===== src/rtl/fifo_irq_pkg.sv =====
package fifo_irq_pkg;
  localparam int STAT_W = 11;
  localparam int BIT_RX_LVL = 4;
  localparam int BIT_TX_LVL = 5;
  localparam int BIT_STICKY0 = 6;
  localparam int N_STICKY = 5;

  typedef enum logic [1:0] {
    ADDR_LEVEL = 2'd0,
    ADDR_MASK  = 2'd1,
    ADDR_CLEAR = 2'd2,
    ADDR_NONE  = 2'd3
  } cfgAddr_e;

  typedef struct packed {
    logic              lvlLoad;
    logic              maskLoad;
    logic              clrEn;
    logic [STAT_W-1:0] data;
  } ctrlStrobe_t;
endpackage


===== src/rtl/fifo_irq_ctrl.sv =====
module fifo_irq_ctrl
  import fifo_irq_pkg::*;
(
  input  logic              clk,
  input  logic              rstN,
  input  logic              cfgWrEn,
  input  logic [1:0]        cfgAddr,
  input  logic [STAT_W-1:0] cfgWrData,
  output ctrlStrobe_t       strobe
);
  cfgAddr_e addrDec;

  always_comb begin
    addrDec         = cfgAddr_e'(cfgAddr);
    strobe.lvlLoad  = cfgWrEn && (addrDec == ADDR_LEVEL);
    strobe.maskLoad = cfgWrEn && (addrDec == ADDR_MASK);
    strobe.clrEn    = cfgWrEn && (addrDec == ADDR_CLEAR);
    strobe.data     = cfgWrData;
  end

  // the unused address raises no strobe; at most one strobe per cycle
  a_r10_one_strobe: assert property (@(posedge clk) disable iff (!rstN)
    $onehot0({strobe.lvlLoad, strobe.maskLoad, strobe.clrEn}));
  a_r10_unused_addr: assert property (@(posedge clk) disable iff (!rstN)
    (cfgWrEn && cfgAddr == 2'd3) |-> !(strobe.lvlLoad || strobe.maskLoad || strobe.clrEn));
endmodule


===== src/rtl/fifo_irq_datapath.sv =====
module fifo_irq_datapath
  import fifo_irq_pkg::*;
#(
  parameter int DEPTH = 16,
  parameter int CW    = $clog2(DEPTH) + 1
) (
  input  logic              clk,
  input  logic              rstN,
  input  ctrlStrobe_t       strobe,
  input  logic [CW-1:0]     rxFill,
  input  logic [CW-1:0]     txFill,
  input  logic              rxIdleEvt,
  input  logic              frameErr,
  input  logic              parityErr,
  input  logic              breakErr,
  input  logic              overrunErr,
  output logic [STAT_W-1:0] rawStat,
  output logic [STAT_W-1:0] maskStat
);
  logic [2:0]          rxCode, txCode;
  logic [STAT_W-1:0]   maskQ;
  logic [1:0]          lvlQ;
  logic [N_STICKY-1:0] stickyQ;
  logic [N_STICKY-1:0] evtVec;
  logic [CW-1:0]       rxThr, txThr;

  function automatic logic [CW-1:0] thrOf(input logic [2:0] code);
    case (code)
      3'd0:    thrOf = CW'(DEPTH / 8);
      3'd1:    thrOf = CW'(DEPTH / 4);
      3'd3:    thrOf = CW'(DEPTH * 3 / 4);
      3'd4:    thrOf = CW'(DEPTH * 7 / 8);
      default: thrOf = CW'(DEPTH / 2);
    endcase
  endfunction

  always_ff @(posedge clk) begin
    if (!rstN) begin
      rxCode <= '0;
      txCode <= '0;
      maskQ  <= '0;
    end else begin
      if (strobe.lvlLoad) begin
        rxCode <= strobe.data[5:3];
        txCode <= strobe.data[2:0];
      end
      if (strobe.maskLoad) maskQ <= strobe.data;
    end
  end

  always_comb begin
    rxThr = thrOf(rxCode);
    txThr = thrOf(txCode);
  end

  always_ff @(posedge clk) begin
    if (!rstN) lvlQ <= '0;
    else begin
      lvlQ[0] <= (rxFill >= rxThr);
      lvlQ[1] <= (txFill <= txThr);
    end
  end

  assign evtVec = {overrunErr, breakErr, parityErr, frameErr, rxIdleEvt};

  for (genvar i = 0; i < N_STICKY; i++) begin : g_sticky
    always_ff @(posedge clk) begin
      if (!rstN)                                      stickyQ[i] <= 1'b0;
      else if (evtVec[i])                             stickyQ[i] <= 1'b1;
      else if (strobe.clrEn && strobe.data[BIT_STICKY0+i]) stickyQ[i] <= 1'b0;
    end
  end

  assign rawStat  = {stickyQ, lvlQ, 4'b0000};
  assign maskStat = rawStat & maskQ;

  a_r2_full_rx: assert property (@(posedge clk) disable iff (!rstN)
    (rxFill == CW'(DEPTH)) |=> rawStat[BIT_RX_LVL]);
  a_r3_empty_tx: assert property (@(posedge clk) disable iff (!rstN)
    (txFill == '0) |=> rawStat[BIT_TX_LVL]);
  a_r6_frame_hold: assert property (@(posedge clk) disable iff (!rstN)
    (rawStat[7] && !(strobe.clrEn && strobe.data[7])) |=> rawStat[7]);
  a_r6_overrun_set: assert property (@(posedge clk) disable iff (!rstN)
    overrunErr |=> rawStat[10]);
  a_r7_parity_clear: assert property (@(posedge clk) disable iff (!rstN)
    (strobe.clrEn && strobe.data[8] && !parityErr) |=> !rawStat[8]);
  a_r10_low_zero: assert property (@(posedge clk) disable iff (!rstN)
    rawStat[3:0] == 4'b0000);
endmodule


===== src/rtl/fifo_irq_status.sv =====
module fifo_irq_status
  import fifo_irq_pkg::*;
#(
  parameter int DEPTH = 16,
  localparam int CW   = $clog2(DEPTH) + 1
) (
  input  logic              clk,
  input  logic              rstN,
  input  logic              cfgWrEn,
  input  logic [1:0]        cfgAddr,
  input  logic [STAT_W-1:0] cfgWrData,
  input  logic [CW-1:0]     rxFill,
  input  logic [CW-1:0]     txFill,
  input  logic              rxIdleEvt,
  input  logic              frameErr,
  input  logic              parityErr,
  input  logic              breakErr,
  input  logic              overrunErr,
  output logic [STAT_W-1:0] rawStat,
  output logic [STAT_W-1:0] maskStat,
  output logic              irqOut
);
  ctrlStrobe_t strobe;

  fifo_irq_ctrl u_ctrl (
    .clk(clk), .rstN(rstN), .cfgWrEn(cfgWrEn), .cfgAddr(cfgAddr),
    .cfgWrData(cfgWrData), .strobe(strobe)
  );

  fifo_irq_datapath #(.DEPTH(DEPTH), .CW(CW)) u_dp (
    .clk(clk), .rstN(rstN), .strobe(strobe), .rxFill(rxFill), .txFill(txFill),
    .rxIdleEvt(rxIdleEvt), .frameErr(frameErr), .parityErr(parityErr),
    .breakErr(breakErr), .overrunErr(overrunErr),
    .rawStat(rawStat), .maskStat(maskStat)
  );

  assign irqOut = |maskStat;

  a_r9_irq_match: assert property (@(posedge clk) disable iff (!rstN)
    irqOut == (maskStat != '0));
  a_r8_masked_subset: assert property (@(posedge clk) disable iff (!rstN)
    (maskStat & ~rawStat) == '0);
endmodule


===== config.mk =====
export PLATFORM = sky130hd
export DESIGN_NAME = fifo_irq_status
export DESIGN_NICKNAME = d
export VERILOG_FILES = /design/src/rtl/fifo_irq_pkg.sv /design/src/rtl/fifo_irq_ctrl.sv /design/src/rtl/fifo_irq_datapath.sv /design/src/rtl/fifo_irq_status.sv
export SDC_FILE = /design/constraint.sdc
export NUM_CORES = 1
export LEC_CHECK = 0
export ABC_AREA = 1
export BUFFER_PORTS_ARGS = -buffer_cell sky130_fd_sc_hd__buf_2
export CORE_ASPECT_RATIO = 1.75
export CORE_UTILIZATION = 37
export CTS_BUF_LIST = sky130_fd_sc_hd__clkbuf_4
export CTS_CLUSTER_SIZE = 30
export DETAILED_ROUTE_END_ITERATION = 16
export MAX_ROUTING_LAYER = met4
export PLACE_DENSITY = 0.77
export SLEW_MARGIN = 15
export SYNTH_ARGS = -nofsm -noshare
export SYNTH_HDL_FRONTEND = slang
export SYNTH_SLANG_ARGS = --single-unit

===== constraint.sdc =====
create_clock -name clk -period 2.3 [get_ports clk]
set_clock_uncertainty 0.1 [all_clocks]
set_input_delay 0.23 -clock clk [delete_from_list [all_inputs] [get_ports clk]]
set_output_delay 0.23 -clock clk [all_outputs]
set_load 0.05 [all_outputs]

* Word-level counts from Yosys, hierarchy flattened *
Index checks and enable logic that the tools add are counted.

operators by class
  $lt $le $gt $ge = 2
  eq/ne operators = 8
  muxes and demuxes = 12
  bitwise gates (word level) = 1
  reductions and logical operators = 17

operators by type and width
  operator                                              count
  case mux 4 bit (4 select lines)                       2
  bitwise AND 11 bit                                    1
  OR reduction 11 bit                                   1
  two-way mux 1 bit                                     10
  nonzero test 2 bit                                    5
  logical AND 1 bit                                     8
  equality test 3 x 1 -> 1 bit (second input constant)  2
  equality test 3 x 2 -> 1 bit (second input constant)  2
  equality test 3 bit (second input constant)           2
  logical NOT 3 bit                                     2
  >= comparator 5 x 4 -> 1 bit                          1
  <= comparator 5 x 4 -> 1 bit                          1
  equality test 2 x 1 -> 1 bit (second input constant)  1
  equality test 2 bit (second input constant)           1
  logical NOT 2 bit                                     1

storage, ports and cells
  bits in registers = 24
  input bits = 31
  output and inout port bits = 23
  word-level logic and storage cells = 49

* Depth between registers and ports, before layout *
Gate-level depths: netlist of run 1.

  word-level depth = 5
  mapped depth = 9
  gate-level depth less buffers = 9

* By module *
From an unflattened synthesis of run 1, not the netlist that was laid out.

second synthesis, totals
  cells, all modules = 169
  area, all modules = 1166.1 um^2

modules (own cells, without submodules)
  module             instances  cells each  area each (um^2)  seq. area each (um^2)
  fifo_irq_datapath  1          140         1013.5            400.4
  fifo_irq_ctrl      1          18          108.9             0.0
  fifo_irq_status    1          11          43.8              0.0

* Least setup slack after synthesis of run 1 *
OpenSTA, ideal clock, no wires.

  path type = register to output
  start point = register u_dp.stickyQ[0], in the netlist u_dp.rawStat[6]
  end point = output port irqOut
  arrival = 1.234 ns
  required time = 1.970 ns
  setup slack = 0.736 ns
  cell stages (with the launch flop) = 5
  buffers on the path = 0
  cell sequence = dfxtp_1 > nand2_1 > nand2_1 > nor2_1 > nand4_1

between the ends
  cells in the longest elaborated chain, start to end = 2

ends and longest elaborated chain
  what                              line                     text
  start: declaration                fifo_irq_datapath.sv:23  logic [N_STICKY-1:0] stickyQ;
  start signal: indexed assignment  fifo_irq_datapath.sv:68  if (!rstN) stickyQ[i] <= 1'b0;
  start signal: indexed assignment  fifo_irq_datapath.sv:69  else if (evtVec[i]) stickyQ[i] <= 1'b1;
  start signal: indexed assignment  fifo_irq_datapath.sv:70  else if (strobe.clrEn && strobe.data[BIT_STICKY0+i]) stickyQ[i] <= 1'b0;
  bitwise AND 11 bit                fifo_irq_datapath.sv:75  assign maskStat = rawStat & maskQ;
  OR reduction 11 bit               fifo_irq_status.sv:37    assign irqOut = |maskStat;
  end: declaration                  fifo_irq_status.sv:21    output logic irqOut

Every way passes these cells.

* Worst setup path after layout of run 1 *
  start point = register u_dp.lvlQ[1]
  end point = output port irqOut

between the ends
  cells in the longest elaborated chain, start to end = 2

ends and longest elaborated chain
  what                      line                     text
  start: declaration        fifo_irq_datapath.sv:22  logic [1:0] lvlQ;
  start signal: assignment  fifo_irq_datapath.sv:60  lvlQ[1] <= (txFill <= txThr);
  bitwise AND 11 bit        fifo_irq_datapath.sv:75
  OR reduction 11 bit       fifo_irq_status.sv:37

Every way passes these cells.

==> metrics.cfg, run 1 <==
[finish]
drive_gt1_share_pct=26.4
area_growth_syn_to_layout_pct=23.5
fin_nets=239
n_fill_cell=294
antenna_cells=0
final_area_mm2=0.00130

[worst_setup_path]
worstSetupStartpointType=flop
crit_top_cell=nand2_1
critPathKind=reg -> out
crit_buf_inv=1
arrival_ns=1.20
crit_path_top_delay_cell=dfxtp_1
worstPathCellList=nand2_1 > nand2_1 > nor2_1 > nand4_1 > buf_2
cp_top_family=simple AND/OR/NAND/NOR gates
slowest_delay_ns=0.33
cp.required_ns=1.97
cp-end-kind=output pin
worstPathMaxFanout=2

[outcome]
status=complete, no violations

[clock_network]
cts_sinks=20
htreeDepth=1
cts_buffer_depth=2
post_cts_buffers=0
cts_hold_buf=0
cts-buffers-inserted=3
cts_tree=yes
clkTransAtPathRegs_ns=0.10
post_cts_resized=0
root_buffer=clkbuf_4
clk_latency_ns=0.30

[power_and_ir_drop]
power_mw=0.753
power.leakage_nw=0.775
max-vdd-ir-drop_v=0.000424
powerDensity_mw_per_mm2=580

[grt]
grt.total_usage_pct=16.2
gr-total-overflow=0
grt_pass1_vias=975
grt_pass1_wl_um=3740
grt_antenna_before_repair=0
grt_max_degree=16

[die]
die_h_um=72.5
placementRows=25
die_area_mm2=0.00307
start_util_pct=39.1
fp.dieW_um=42.3
fp.coreArea_mm2=0.00269
io_pins=54

[placed_design]
place_area_mm2=0.00127
gp_congestion=0.737
dp_hpwl_um=1760
place_ws_ns=0.899
numPortBuffers=45

[timing]
rsz0062_at_grt=false
period_share_pct=66.6
finalSetupViolations=0
finalHoldViolCount=0
fin_setup_tns_ns=0
maxSlewViolCount=0
setup_slack_ns=0.769
fmax_mhz=653
fin_crit_ns=1.53

[logic_synthesis]
synth_area_mm2=0.00105
yosys.area_share.simple_pct=22.9
synth_xor_area_share_pct=0
synth-seq-area-share_pct=38.1
synth_top_family_by_area=simple AND/OR/NAND/NOR gates
synthMuxAreaShare_pct=0
synth_warnings=0
synthCells=154
synth_seq_cells=20
synth.distinct_cells=16
synth_fa_ha_area_share_pct=7.14
synth_compound_area_share_pct=14.3
synth.avg_cell_area_um2=6.82

[drt]
drc=0
drt-total-wl_um=2150
final_antenna_net_count=0
vias_per_cell=4.58
drtIter0Drc=27
wl_per_cell_um=9.43
num_vias=1045
drt-pass1-iter-count=4

[job]
cap_violations=0

[min_path]
hp-class=in -> reg

-- state kept, by name, summed over array words and instances (netlist names) --
register      flops
u_dp.maskQ        7
u_dp.rawStat      5
u_dp.rxCode       3
u_dp.txCode       3
u_dp.lvlQ         2
-- synth_stat cells --
master / n / share of area, %
a21oi_1: 7 / 3.3
buf_2: 1 / 0.48
buf_4: 8 / 5.7
conb_1: 1 / 0.36
dfxtp_1: 20 / 38
ha_1: 6 / 7.1
inv_1: 28 / 10
inv_2: 3 / 1.1
nand2_1: 15 / 5.4
nand3_1: 2 / 0.95
nand3_2: 2 / 1.9
nand3b_1: 1 / 0.71
nand4_1: 2 / 1.2
nor2_1: 34 / 12
o21ai_0: 23 / 11
or2_1: 1 / 0.60
-- tightest hold or removal path: stages --
cell and delay [ns]:
buf_2 0.07, or2_1 0.08, a21oi_1 0.03
-- routing by layer --
metal	track usage [%]	vias to the layer above	part of all wire [%]	wire [um]
li1	-	555	-	-
met1	15.2	453	39	847
met2	30.3	32	53	1130
met3	2.99	5	5.4	116
met4	8.33	0	2.5	53
met5	-	-	0	0
-- cells by family (layout without fill, tap and decap cells) --
logic type / after synthesis / count (layout)
and+or+nand+nor: 57 / 57
buffers and inverters: 40 / 80
other: 1 / 8
adders and majority gates: 6 / 6
DFF: 20 / 20
AOI/OAI and AO/OA: 30 / 30
-- final timing paths --
kind	start	end	slack, ns	cells past startpoint
worst min-delay path	txFill[4]	u_dp.lvlQ[1]$_SDFF_PN0_	0.05	3
worst max register to register	u_dp.rxCode[0]$_SDFFE_PN0P_	u_dp.lvlQ[0]$_SDFF_PN0_	0.89	9
worst min register to register	u_dp.rawStat[7]$_SDFFE_PN0P_	u_dp.rawStat[7]$_SDFFE_PN0P_	0.39	2
worst max-delay path	u_dp.lvlQ[1]$_SDFF_PN0_	irqOut	0.77	5
-- layout make-up --
class                      count  area (um2)  area share [%]
multi-input combinational    101         495            38.2
sequential                    20         400            30.9
timing repair buffer          45         225            17.4
inverter                      31         116            8.97
tap                           27        33.8            2.60
clock buffer                   3        22.5            1.74
clock inverter                 1        3.75           0.289
-- per-stage QoR --
stage | utilization [%] | hold WS, ns | cells
final | 48.2 | 0.0485 | 228
after global routing | 48.2 | 0.0376 | 228
after CTS | 48.2 | 0.0453 | 228
after detailed placement | 47.3 | 0.371 | 224
after global placement | 47.3 | 0.363 | 224
after floorplan | - | 0.262 | 161
-- power by group --
| group | switching (mW) | internal [mW] | leakage [nW] |
|---|---|---|---|
| logic | 0.143 | 0.0628 | 0.594 |
| registers | 0.0130 | 0.367 | 0.165 |
| clock network | 0.103 | 0.0634 | 0.0154 |
| total | 0.259 | 0.493 | 0.775 |
-- layout by cell type (no fill, tap or decap) --
cell	n
buf_2	45
nor2_1	34
inv_1	28
o21ai_0	23
dfxtp_1	20
nand2_1	15
conb_1	8
a21oi_1	7
ha_1	6
inv_2	3
clkbuf_4	3
nand4_1	2
nand3_2	2
nand3_1	2
nand3b_1	1
or2_1	1
clkinv_1	1
Note: power is estimated with default switching activity, not from simulation.
==> run 2, diff against run 1 <==
- ABC_AREA: 1 -> 0
- PLACE_DENSITY: 0.77 -> 0.8
- clock period: 2.3 -> 1.3 ns (I/O delays scaled with it)
==> metrics.cfg, run 2 <==
[die]
fp.coreArea_mm2=0.00269
die_area_mm2=0.00304
die_h_um=72.2
placementRows=25
io_pins=54
start_util_pct=38.7
fp.dieW_um=42.1

[worst_setup_path]
crit_path_top_delay_cell=or4_4
cp-end-kind=output pin
arrival_ns=1.91
worstPathMaxFanout=2
cp.required_ns=1.07
worstSetupStartpointType=flop
crit_top_cell=or4_4
worstPathCellList=and2_4 > or4_4 > or4_4 > buf_8
critPathKind=reg -> out
slowest_delay_ns=0.52

[finish]
layout.cells.non_filler=216
largest_reg_flops=7
top_register=u_dp.maskQ
fin_nets=227
final_common_cell=buf_2
drive_gt1_share_pct=50.8
final_core_util_pct=63.9
mostFrequentLayoutCells=buf_2 (38), dlygate4sd3_1 (16), dfxtp_2 (16)
antenna_cells=0
area_growth_syn_to_layout_pct=65.0

[placed_design]
gp_congestion=0.729
dp_hpwl_um=2010
numPortBuffers=45
dp.cells=192

[timing]
finalSetupViolations=2
whs_ns=0.00216
maxSlewViolCount=0
period_share_pct=165
rsz0062_at_grt=true
fin_crit_ns=2.14
fin_setup_tns_ns=-0.969
finalHoldViolCount=0
setup_slack_ns=-0.843
fmax_mhz=467

[power_and_ir_drop]
power.leakage_nw=0.869
max-vdd-ir-drop_v=0.000819
powerDensity_mw_per_mm2=932
p_sw_mw=0.456
power.share.combinational_pct=26.4
switching_share_pct=28.5
p_seq_share_pct=41.7
clkPwrFrac_pct=31.9
p_int_mw=1.14
power_mw=1.60

[clock_network]
clkTransAtPathRegs_ns=0.12
htreeDepth=1
clk_latency_ns=0.31
cts_tree=yes
cts-buffers-inserted=3
cts_buffer_depth=2
cts_sinks=20
root_buffer=clkbuf_4

[logic_synthesis]
synth_top_cells_by_count=dfxtp_1 (20), mux2i_1 (15), nor2b_1 (15), inv_1 (9), buf_4 (8)
synth_area_leaders=dfxtp_1 (38%), mux2i_1 (14%), nor2b_1 (9.0%)
yosysTopAreaCellShare_pct=38.5
synth-seq-area-share_pct=38.5
synth-edff-count=0
synth_area_leader_cell=dfxtp_1
synthCells=111
ys.flop_type=dfxtp_1
synth_seq_cells=20
synth.distinct_cells=22
yosysMostFrequentCell=dfxtp_1
synth_warnings=0
synth.avg_cell_area_um2=9.38
async_flop_share_pct=0
synth_area_mm2=0.00104

[outcome]
status=complete, but fails checks
violations=negative setup slack

[grt]
grt_antenna_before_repair=0
grt_max_degree=21
gr-total-overflow=0
grt_pass1_wl_um=4260
grt_pass1_vias=1072
grt.total_usage_pct=18.1

[min_path]
hp-class=in -> reg

[drt]
drc=0
num_vias=1054
wl_per_cell_um=12.2
vias_per_cell=4.88
final_antenna_net_count=0
drt-total-wl_um=2640
drtIter0Drc=13
drt-pass1-iter-count=4

[job]
cap_violations=0

## run 2: worst paths after layout
kind	start	endpoint	slack, ns	cells past startpoint
worst max-delay path	u_dp.maskQ[6]$_SDFFE_PN0P_	irqOut	-0.84	4
worst min-delay path	cfgWrData[0]	u_dp.txCode[0]$_SDFFE_PN0P_	0.002	3
worst max register to register	u_dp.txCode[1]$_SDFFE_PN0P_	u_dp.lvlQ[1]$_SDFF_PN0_	-0.13	6
worst min register to register	u_dp.maskQ[4]$_SDFFE_PN0P_	u_dp.maskQ[4]$_SDFFE_PN0P_	0.44	2
## run 2: area by class of cell
type                            count  area (um2)
Fill cell                         227         972
Multi-Input combinational cell     78         602
Timing Repair Buffer               78         572
Sequential cell                    20         424
Inverter                            9        33.8
Tap cell                           27        33.8
Clock inverter                      1        30.0
Clock buffer                        3        22.5
## run 2: kinds of logic after synthesis
group,Yosys count,share of synthesized area [%]
adder cells (fa/ha/maj),6,7.21
AND/OR/NAND/NOR,34,20.9
AO/OA/AOI/OAI,15,8.53
flip-flops,20,38.5
multiplexers,15,14.4
buffers and inverters,20,10.1
other,1,0.360
## run 2: critical path: cells and delay by family, from the launching register on
family	cells	cell delay [ns]
flip-flops	1	0.34
buffers and inverters	1	0.17
AND/OR/NAND/NOR	3	1.10
## run 2: repair_timing
action | 4_1_cts | 5_1_grt
resized for setup | 29 | 14
cloned | 0 | 0
endpoints found under the hold margin | 14 | 0
setup endpoints to repair | 6 | 10
pin swaps | 5 | 3
buffers inserted | 2 | 3
hold buffers | 16 | 0
## run 2: power by group through the flow
stage          combinational [mW]  clock, mW  sequential [mW]
6_report                    0.422      0.511            0.667
5_1_grt                     0.453      0.538            0.672
4_1_cts                     0.412      0.521            0.667
3_5_place_dp                0.361          0            0.677
3_3_place_gp                0.348          0            0.674
2_1_floorplan               0.198          0            0.733
## run 2: through the flow
step	setup slack (ns)	instance area [um2]
after floorplan	-0.602	1090
after global placement	-0.496	1370
after CTS	-0.862	1660
after detailed placement	-0.543	1370
final	-0.843	1720
after global routing	-0.879	1720
## run 2: per-layer routing
layer	up-vias	wire length [um]	part of all wire (%)	track usage, %
li1	517	-	-	-
met1	491	957	36	17.6
met2	42	1530	58	35.9
met3	4	123	4.7	2.24
met4	0	25	0.95	5.90
met5	-	0	0	-
